==> config.mk <==
export PLATFORM = sky130hd
export DESIGN_NAME = tape_bin_loader
export DESIGN_NICKNAME = d
export VERILOG_FILES = /design/src/rtl/tape_loader_pkg.sv /design/src/rtl/tape_loader_ctrl.sv /design/src/rtl/tape_loader_dp.sv /design/src/rtl/tape_bin_loader.sv
export SDC_FILE = /design/constraint.sdc
export NUM_CORES = 1
export LEC_CHECK = 0
export BUFFER_PORTS_ARGS = -buffer_cell sky130_fd_sc_hd__buf_2
export CORE_MARGIN = 2
export CORE_UTILIZATION = 45
export CTS_CLUSTER_DIAMETER = 100
export DETAILED_ROUTE_END_ITERATION = 6
export GPL_ROUTABILITY_DRIVEN = 0
export PLACE_DENSITY_LB_ADDON = 0.2
export RECOVER_POWER = 25
export SLEW_MARGIN = 20
export SYNTH_ARGS = -nofsm -noshare
export SYNTH_HDL_FRONTEND = slang
export SYNTH_SLANG_ARGS = --single-unit
==> constraint.sdc <==
create_clock -name clk -period 2.6 [get_ports clk]
set_input_delay 0.39 -clock clk [delete_from_list [all_inputs] [get_ports clk]]
set_output_delay 0.39 -clock clk [all_outputs]
set_load 0.05 [all_outputs]
==> src/rtl/tape_loader_pkg.sv <==
package tape_loader_pkg;

  // Control states of the character sequencer
  typedef enum logic [1:0] {
    S_IDLE,
    S_FIRST,
    S_SECOND,
    S_SKIP
  } ldState_t;

  // Strobes passed from control to datapath, all single-cycle
  typedef struct packed {
    logic clrAll;     // start of a new load
    logic takeFirst;  // capture first character of an address/data pair
    logic commit;     // act on the held pair (same edge as takeFirst)
    logic takeSecond; // complete the pair and hold it
    logic setField;   // field-change character
    logic finish;     // trailer seen: evaluate checksum, end load
  } ldCtrl_t;

endpackage

==> src/rtl/tape_loader_ctrl.sv <==
module tape_loader_ctrl
  import tape_loader_pkg::*;
#(
  parameter int CHAR_W = 8
) (
  input  logic              clk,
  input  logic              rstN,
  input  logic              start,
  input  logic              chValid,
  input  logic [CHAR_W-1:0] chData,
  input  logic              pendValid,
  output logic              chReady,
  output ldCtrl_t           ctl
);

  localparam logic [1:0] CLS_DATA    = 2'b00;
  localparam logic [1:0] CLS_ADDR    = 2'b01;
  localparam logic [1:0] CLS_LEADER  = 2'b10;
  localparam logic [1:0] CLS_CONTROL = 2'b11;

  ldState_t state, stateNxt;
  logic     accept;
  logic     isErase;
  logic [1:0] chClass;

  assign chReady = (state != S_IDLE);
  assign accept  = chValid && chReady;
  assign isErase = &chData;
  assign chClass = chData[CHAR_W-1 -: 2];

  always_comb begin
    ctl      = '0;
    stateNxt = state;
    if (start) begin
      ctl.clrAll = 1'b1;
      stateNxt   = S_FIRST;
    end else if (accept) begin
      unique case (state)
        S_FIRST: begin
          if (isErase) begin
            stateNxt = S_SKIP;
          end else begin
            unique case (chClass)
              CLS_CONTROL: ctl.setField = 1'b1;
              CLS_LEADER: begin
                if (pendValid) begin
                  ctl.finish = 1'b1;
                  stateNxt   = S_IDLE;
                end
              end
              CLS_DATA, CLS_ADDR: begin
                ctl.takeFirst = 1'b1;
                ctl.commit    = pendValid;
                stateNxt      = S_SECOND;
              end
              default: ;
            endcase
          end
        end
        S_SECOND: begin
          ctl.takeSecond = 1'b1;
          stateNxt       = S_FIRST;
        end
        S_SKIP: begin
          if (isErase) stateNxt = S_FIRST;
        end
        default: stateNxt = S_IDLE;
      endcase
    end
  end

  always_ff @(posedge clk) begin
    if (!rstN) state <= S_IDLE;
    else       state <= stateNxt;
  end

endmodule

==> src/rtl/tape_loader_dp.sv <==
module tape_loader_dp
  import tape_loader_pkg::*;
#(
  parameter int CHAR_W  = 8,
  parameter int SLICE_W = 6,
  parameter int FIELD_W = 3
) (
  input  logic                          clk,
  input  logic                          rstN,
  input  ldCtrl_t                       ctl,
  input  logic [CHAR_W-1:0]             chData,
  output logic                          pendValid,
  output logic                          wrEn,
  output logic [FIELD_W+2*SLICE_W-1:0]  wrAddr,
  output logic [2*SLICE_W-1:0]          wrData,
  output logic                          done,
  output logic                          sumOk
);

  localparam int WORD_W = 2 * SLICE_W;
  localparam int ADDR_W = FIELD_W + WORD_W;

  logic [CHAR_W-1:0]  firstChar;
  logic [FIELD_W-1:0] field, firstField, pendField;
  logic [WORD_W-1:0]  curAddr, pendWord, pendSum, runSum;
  logic               pendIsAddr;
  logic [WORD_W-1:0]  pairWord, pairSum;

  // Word and raw character sum of the pair being completed
  assign pairWord = {firstChar[SLICE_W-1:0], chData[SLICE_W-1:0]};
  assign pairSum  = WORD_W'(firstChar) + WORD_W'(chData);

  always_ff @(posedge clk) begin
    if (!rstN || ctl.clrAll) begin
      firstChar  <= '0;
      field      <= '0;
      firstField <= '0;
      pendField  <= '0;
      curAddr    <= '0;
      pendWord   <= '0;
      pendSum    <= '0;
      runSum     <= '0;
      pendIsAddr <= 1'b0;
      pendValid  <= 1'b0;
      wrEn       <= 1'b0;
      wrAddr     <= '0;
      wrData     <= '0;
      done       <= 1'b0;
      sumOk      <= 1'b0;
    end else begin
      wrEn <= 1'b0;
      if (ctl.setField) field <= chData[SLICE_W-1 -: FIELD_W];
      if (ctl.takeFirst) begin
        firstChar  <= chData;
        firstField <= field;
      end
      if (ctl.commit) begin
        pendValid <= 1'b0;
        runSum    <= runSum + pendSum;
        if (pendIsAddr) begin
          curAddr <= pendWord;
        end else begin
          wrEn    <= 1'b1;
          wrAddr  <= ADDR_W'({pendField, curAddr});
          wrData  <= pendWord;
          curAddr <= curAddr + WORD_W'(1);
        end
      end
      if (ctl.takeSecond) begin
        pendValid  <= 1'b1;
        pendIsAddr <= firstChar[CHAR_W-2];
        pendWord   <= pairWord;
        pendSum    <= pairSum;
        pendField  <= firstField;
      end
      if (ctl.finish) begin
        pendValid <= 1'b0;
        done      <= 1'b1;
        sumOk     <= ((runSum - pendWord) == '0);
      end
    end
  end

endmodule

==> src/rtl/tape_bin_loader.sv <==
module tape_bin_loader
  import tape_loader_pkg::*;
#(
  parameter int CHAR_W  = 8,
  parameter int SLICE_W = 6,
  parameter int FIELD_W = 3
) (
  input  logic                          clk,
  input  logic                          rstN,
  input  logic                          start,
  input  logic                          chValid,
  input  logic [CHAR_W-1:0]             chData,
  output logic                          chReady,
  output logic                          wrEn,
  output logic [FIELD_W+2*SLICE_W-1:0]  wrAddr,
  output logic [2*SLICE_W-1:0]          wrData,
  output logic                          done,
  output logic                          sumOk
);

  ldCtrl_t ctl;
  logic    pendValid;

  tape_loader_ctrl #(.CHAR_W(CHAR_W)) u_ctrl (
    .clk       (clk),
    .rstN      (rstN),
    .start     (start),
    .chValid   (chValid),
    .chData    (chData),
    .pendValid (pendValid),
    .chReady   (chReady),
    .ctl       (ctl)
  );

  tape_loader_dp #(
    .CHAR_W  (CHAR_W),
    .SLICE_W (SLICE_W),
    .FIELD_W (FIELD_W)
  ) u_dp (
    .clk       (clk),
    .rstN      (rstN),
    .ctl       (ctl),
    .chData    (chData),
    .pendValid (pendValid),
    .wrEn      (wrEn),
    .wrAddr    (wrAddr),
    .wrData    (wrData),
    .done      (done),
    .sumOk     (sumOk)
  );

endmodule

======== Word-level counts from Yosys, hierarchy flattened ========
Index checks and enable logic that the tools add are counted.
word-level totals
  flip-flop bits (word level) ............. 99
  latch bits .............................. 0
  memory bits (writable) .................. 0
  bits in read-only memories .............. 0
  output and inout bits ................... 31
  logic and storage cells ................. 75
  memories ................................ 0
cells by class
  $add $sub $neg .......................... 4
  multipliers ............................. 0
  divide/modulo/power cells ............... 0
  $lt $le $gt $ge ......................... 0
  equality and inequality tests ........... 12
  shifts and indexed selects .............. 0
  mux-type cells .......................... 23
  bitwise gates (word level) .............. 3
  reductions and logical operators ........ 16
operators with widths
  kind                   number
  $mux 2                 8
  $add 12x1->12 const B  1
  $add 12x12->12         1
  $logic_not 12->1       1
  $mux 12                1
  $sub 12x12->12         1
  $mux 1                 10
  $mux 5                 2
  $add 8x8->9            1
  $eq 2x2->1 const B     4
  $reduce_and 4->1       2
  $reduce_and 8->1       1
  $reduce_or 2->1        4
  $pmux 2 s3             1
  $reduce_bool 2->1      3
  $ne 5x3->1 const B     1
  $ne 5x4->1 const B     1
  $eq 2x1->1 const B     2
  $ne 4x2->1 const B     1
  $ne 4x3->1 const B     1
  $pmux 2 s2             1
  $ne 3x2->1 const B     1
  $not 1->1              3
  $logic_not 2->1        1
  other kinds (5)        5

======== Depth between registers and ports, before layout ========
  depth in word-level cells ............... 9
  depth in mapped cells ................... 9
  mapped depth without buffers ............ 9

======== Hierarchy ========
Synthesis repeated with hierarchy kept, for this count alone.
unflattened totals
  cell total of the unflattened synthesis .. 577
  area total of the unflattened synthesis .. 4917.2 um^2
modules (own cells, without submodules)
  module            times used  cells each  area each (um^2)  sequential area each (um^2)
  tape_loader_dp    1           553         4718.3            1881.8
  tape_loader_ctrl  1           24          198.9             40.0

======== Least setup slack after synthesis ========
OpenSTA, ideal clock, no wires.
  kind .................................... reg2reg
  from .................................... register u_dp.pendWord[6]
  to ...................................... register u_dp.sumOk
  setup time .............................. 84 ps
  arrival ................................. 1970 ps
  required time ........................... 2516 ps
  path slack .............................. 545 ps
  stages on the path, launching flop included .. 10
  path buffers ............................ 1
  clock period less this slack ............ 2055 ps
  cells stage by stage .................... dfxtp_1 -> inv_1 -> ha_1 -> buf_6 -> a21o_1 -> or3_4 -> o21a_1 -> nor4b_2 -> o2111ai_1 -> o31ai_2
between the ends
  cells in the longest elaborated chain, start to end .. 2
RTL lines
  what                      RTL line              text
  start: declaration        tape_loader_dp.sv:25  logic [WORD_W-1:0] curAddr, pendWord, pendSum, runSum;
  start signal: assignment  tape_loader_dp.sv:72  pendWord <= pairWord;
  $sub 12x12->12            tape_loader_dp.sv:79  sumOk <= ((runSum - pendWord) == '0);
  $logic_not 12->1          tape_loader_dp.sv:79
  end signal: assignment    tape_loader_dp.sv:79
  end: declaration          tape_loader_dp.sv:17  output logic sumOk
Every way passes these cells.
A chain may end at the register's enable or synchronous reset.

======== Worst setup path in the final report ========
Ends and elaborated chain as after synthesis.

==> results.sh <==
export IMPL_synth_most_common_cell="nand2_1"
export IMPL_yosysWarnings=0
export IMPL_dieArea_um2=11860
export IMPL_synthArstFlopShare=0
export IMPL_peakVddDrop_mv=0.3573
export IMPL_clkSinkCount=96
export IMPL_clk_pin_slew_worst_paths_ns=0.10
export IMPL_rsz0062_at_grt="false"
export IMPL_fin_crit_sh=0.8651
export IMPL_p_leak_nw=1.879
export IMPL_p_switching_w=0.0006555
export IMPL_clockRootBuffer="clkbuf_8"
export IMPL_arrival_ns=2.54
export IMPL_rr_worst_depth=8
export IMPL_antenna_found_initial=0
export IMPL_power_frac_clock=0.398
export IMPL_setup_worst_path_end_class="flop"
export IMPL_synth_edf_count=0
export IMPL_fin_crit_ns=2.249
export IMPL_r2r_start="u_dp.pendWord[6]"
export IMPL_synth_commonest_cells="nand2_1 (146), dfxtp_1 (96), a21oi_1 (91)"
export IMPL_hpwl_mm=9.028
export IMPL_syn_inst=637
export IMPL_max_freq_ghz=0.4446
export IMPL_grt_pass1_vias=4293
export IMPL_yosysUniqueCellTypes=63
export IMPL_drc=0
export IMPL_ys_seq_area_frac=0.3882
export IMPL_swShare=0.2496
export IMPL_avgSynthCellArea_um2=7.772
export IMPL_ios=43
export IMPL_clk_latency_ns=0.37
export IMPL_dp_cells=798
export IMPL_cts_made_buffers=9
export IMPL_diodes=0
export IMPL_hold_start="rstN"
export IMPL_yosys_most_used_dff="dfxtp_1"
export IMPL_core_um2=10790
export IMPL_cap_violations=0
export IMPL_drt_initial_drc_count=197
export IMPL_max_stage_delay_ns=0.44
export IMPL_ys_seq_elements=96
export IMPL_port_buffers=42
export IMPL_wl_mm=12.55
export IMPL_grt_util_all_layers=0.2201
export IMPL_vias=4564
export IMPL_overflow=0
export IMPL_hold_path_class="input port to flop"
export IMPL_path_cells="inv_1 > ha_1 > o21ai_1 > a221oi_1 > o21a_1 > o221ai_2 > xnor2_1 > o31ai_2"
export IMPL_synthTopCellsByArea="dfxtp_1 (39%), nand2_1 (11%), a21oi_1 (9.2%)"
export IMPL_dieWidth_um=108.9
export IMPL_cts_setup_buffers=0
export IMPL_setup_viol=0
export IMPL_start_util=0.4587
export IMPL_fp_row_count=38
export IMPL_syn2layout_area_growth_pct=10.69
export IMPL_worstHoldEndpoint="u_ctrl.state[0]"
export IMPL_maxSlewViolCount=0
export IMPL_relSlewSlack=0.5826
export IMPL_power_share_sequential=0.562
export IMPL_cp_required_ns=2.89
export IMPL_p_comb_frac=0.040
export IMPL_wl_per_cell_um=15.42
export IMPL_grt_pass1_wl_mm=20.47
export IMPL_whs_path_depth=2
export IMPL_reg2reg_slack_ns=0.35
export IMPL_cts_max_level=3
export IMPL_clock_path_buffers=2
export IMPL_fin_cells=814
export IMPL_setup_tns_ns=0
export IMPL_drive_gt1_frac=0.08012
export IMPL_cts_hold_buffers=0
export IMPL_path_class="flop to flop"
export IMPL_vias_per_cell=5.607
export IMPL_layout_nets=712
export IMPL_hold_viol=0
export IMPL_ant_nets=0
export IMPL_reg2reg_to="u_dp.sumOk"
export IMPL_cts_tree="built"
export IMPL_critPathMaxFanout=7
export IMPL_yosysTopAreaCellShare=0.3882
export IMPL_postCtsResizedCells=0
export IMPL_critPathSlowestCell="a221oi_1"
export IMPL_die_height_um=108.9
export IMPL_syn_cell_area_um2=4951
export IMPL_skew_ns=0.009288
export IMPL_worst_slew_pin_slew_ns=0.6248
export IMPL_status="finished clean"
export IMPL_syn_nets=680
export IMPL_cp_start_kind="flop"
export IMPL_yosysTopAreaCell="dfxtp_1"
export IMPL_first_pass_iters=5
export IMPL_filler_cell_count=1072
export IMPL_powerDensity_nw_per_um2=479.1
export IMPL_p_int_w=0.001970
export IMPL_grt_max_degree=46
-- cell families (layout without fill, tap and decap cells) --
family                     after synthesis  in the layout  share of synthesized area
AOI/OAI and AO/OA                      167            167                     0.2042
xor gates and xnor gates                12             12                    0.02123
adders and majority gates               31             31                    0.08138
buffers and inverters                   62             99                    0.05004
DFF                                     96             96                     0.3882
muxes                                    6              6                    0.01213
and+or+nand+nor                        263            263                     0.2429
-- power groups by stage --
stage	registers [W]	clock network, W	logic [W]
2_1_floorplan	0.00151	0	0.0000645
3_3_place_gp	0.00151	0	0.000101
3_5_place_dp	0.00151	0	0.000104
4_1_cts	0.00148	0.00107	0.000104
5_1_grt	0.00148	0.00114	0.000114
6_report	0.00148	0.00104	0.000104
-- layout by cell type, fill, tap and decap left out, types with 11 or more instances in the layout --
| master | instances |
|---|---|
| inv_1 | 28 |
| nor2_1 | 42 |
| nand2_1 | 146 |
| dfxtp_1 | 96 |
| ha_1 | 29 |
| o21ai_1 | 11 |
| clkbuf_1 | 29 |
| a21oi_1 | 91 |
| buf_4 | 13 |
| buf_2 | 13 |
| nand3_1 | 20 |
-- through the flow --
step	total power (W)	worst slack [ns]	hold WS, ns	area [µm²]	utilization
finish	0.002626	0.3507	0.2574	5480	0.5078
global route	0.002728	0.1143	0.2722	5480	0.5078
CTS	0.002656	0.3664	0.2471	5517	0.5111
detailed placement	0.001614	0.2699	0.4461	5309	0.4919
global placement	0.001612	0.3634	0.4423	5309	0.4919
floorplan	0.001573	0.5455	0.4312	4951	-
-- layer usage --
metal  track usage  vias to the layer above  wire (µm)
li1              -                     2286          -
met1        0.2837                     2148       5639
met2        0.3620                      103       6039
met3       0.03467                       27        522
met4       0.09890                        0        349
met5             0                        -          0
-- flip-flops by register name (all words and copies together), names as in the netlist --
| register | count |
|---|---|
| u_dp.wrData | 12 |
| u_ctrl.state | 2 |
| u_dp.runSum | 12 |
| u_dp.firstField | 3 |
| u_dp.pendValid | 1 |
| u_dp.pendField | 3 |
| u_dp.done | 1 |
| u_dp.field | 3 |
| u_dp.wrAddr | 15 |
| u_dp.firstChar | 8 |
| u_dp.wrEn | 1 |
| u_dp.sumOk | 1 |
| u_dp.pendIsAddr | 1 |
| u_dp.pendWord | 12 |
| u_dp.curAddr | 12 |
| u_dp.pendSum | 9 |
-- critical path: cells and delay by family, from the launching register on --
kind	cells	cell delay, ns
adders and majority gates	1	0.41
DFF	1	0.36
buffers and inverters	1	0.08
AOI/OAI and AO/OA	5	1.15
xor gates and xnor gates	1	0.15
-- how the worst max path moves through the flow --
stage,start,endpoint,slack (ns),depth (start not counted)
after floorplan,u_dp.pendWord[6],u_dp.sumOk,0.55,9
after global placement,chData[0],u_dp.pendSum[6],0.36,10
after detailed placement,chData[0],u_dp.pendSum[6],0.27,10
after CTS,u_dp.firstChar[0],u_dp.pendSum[6],0.37,9
after global routing,u_dp.firstChar[0],u_dp.pendSum[6],0.11,9
final,u_dp.pendWord[6],u_dp.sumOk,0.35,8
-- layout make-up --
type                    count  area [µm²]  area share
flip-flops and latches     96        1922      0.3507
repair buffers             55       271.5     0.04954
inverters                  28       105.1     0.01918
well taps                 140       175.2     0.03196
clock inverters             7       83.83     0.01530
clock buffers               9       123.9     0.02260
multi-input cells         479        2799      0.5107
No activity file was read; power rests on OpenSTA's default activity.
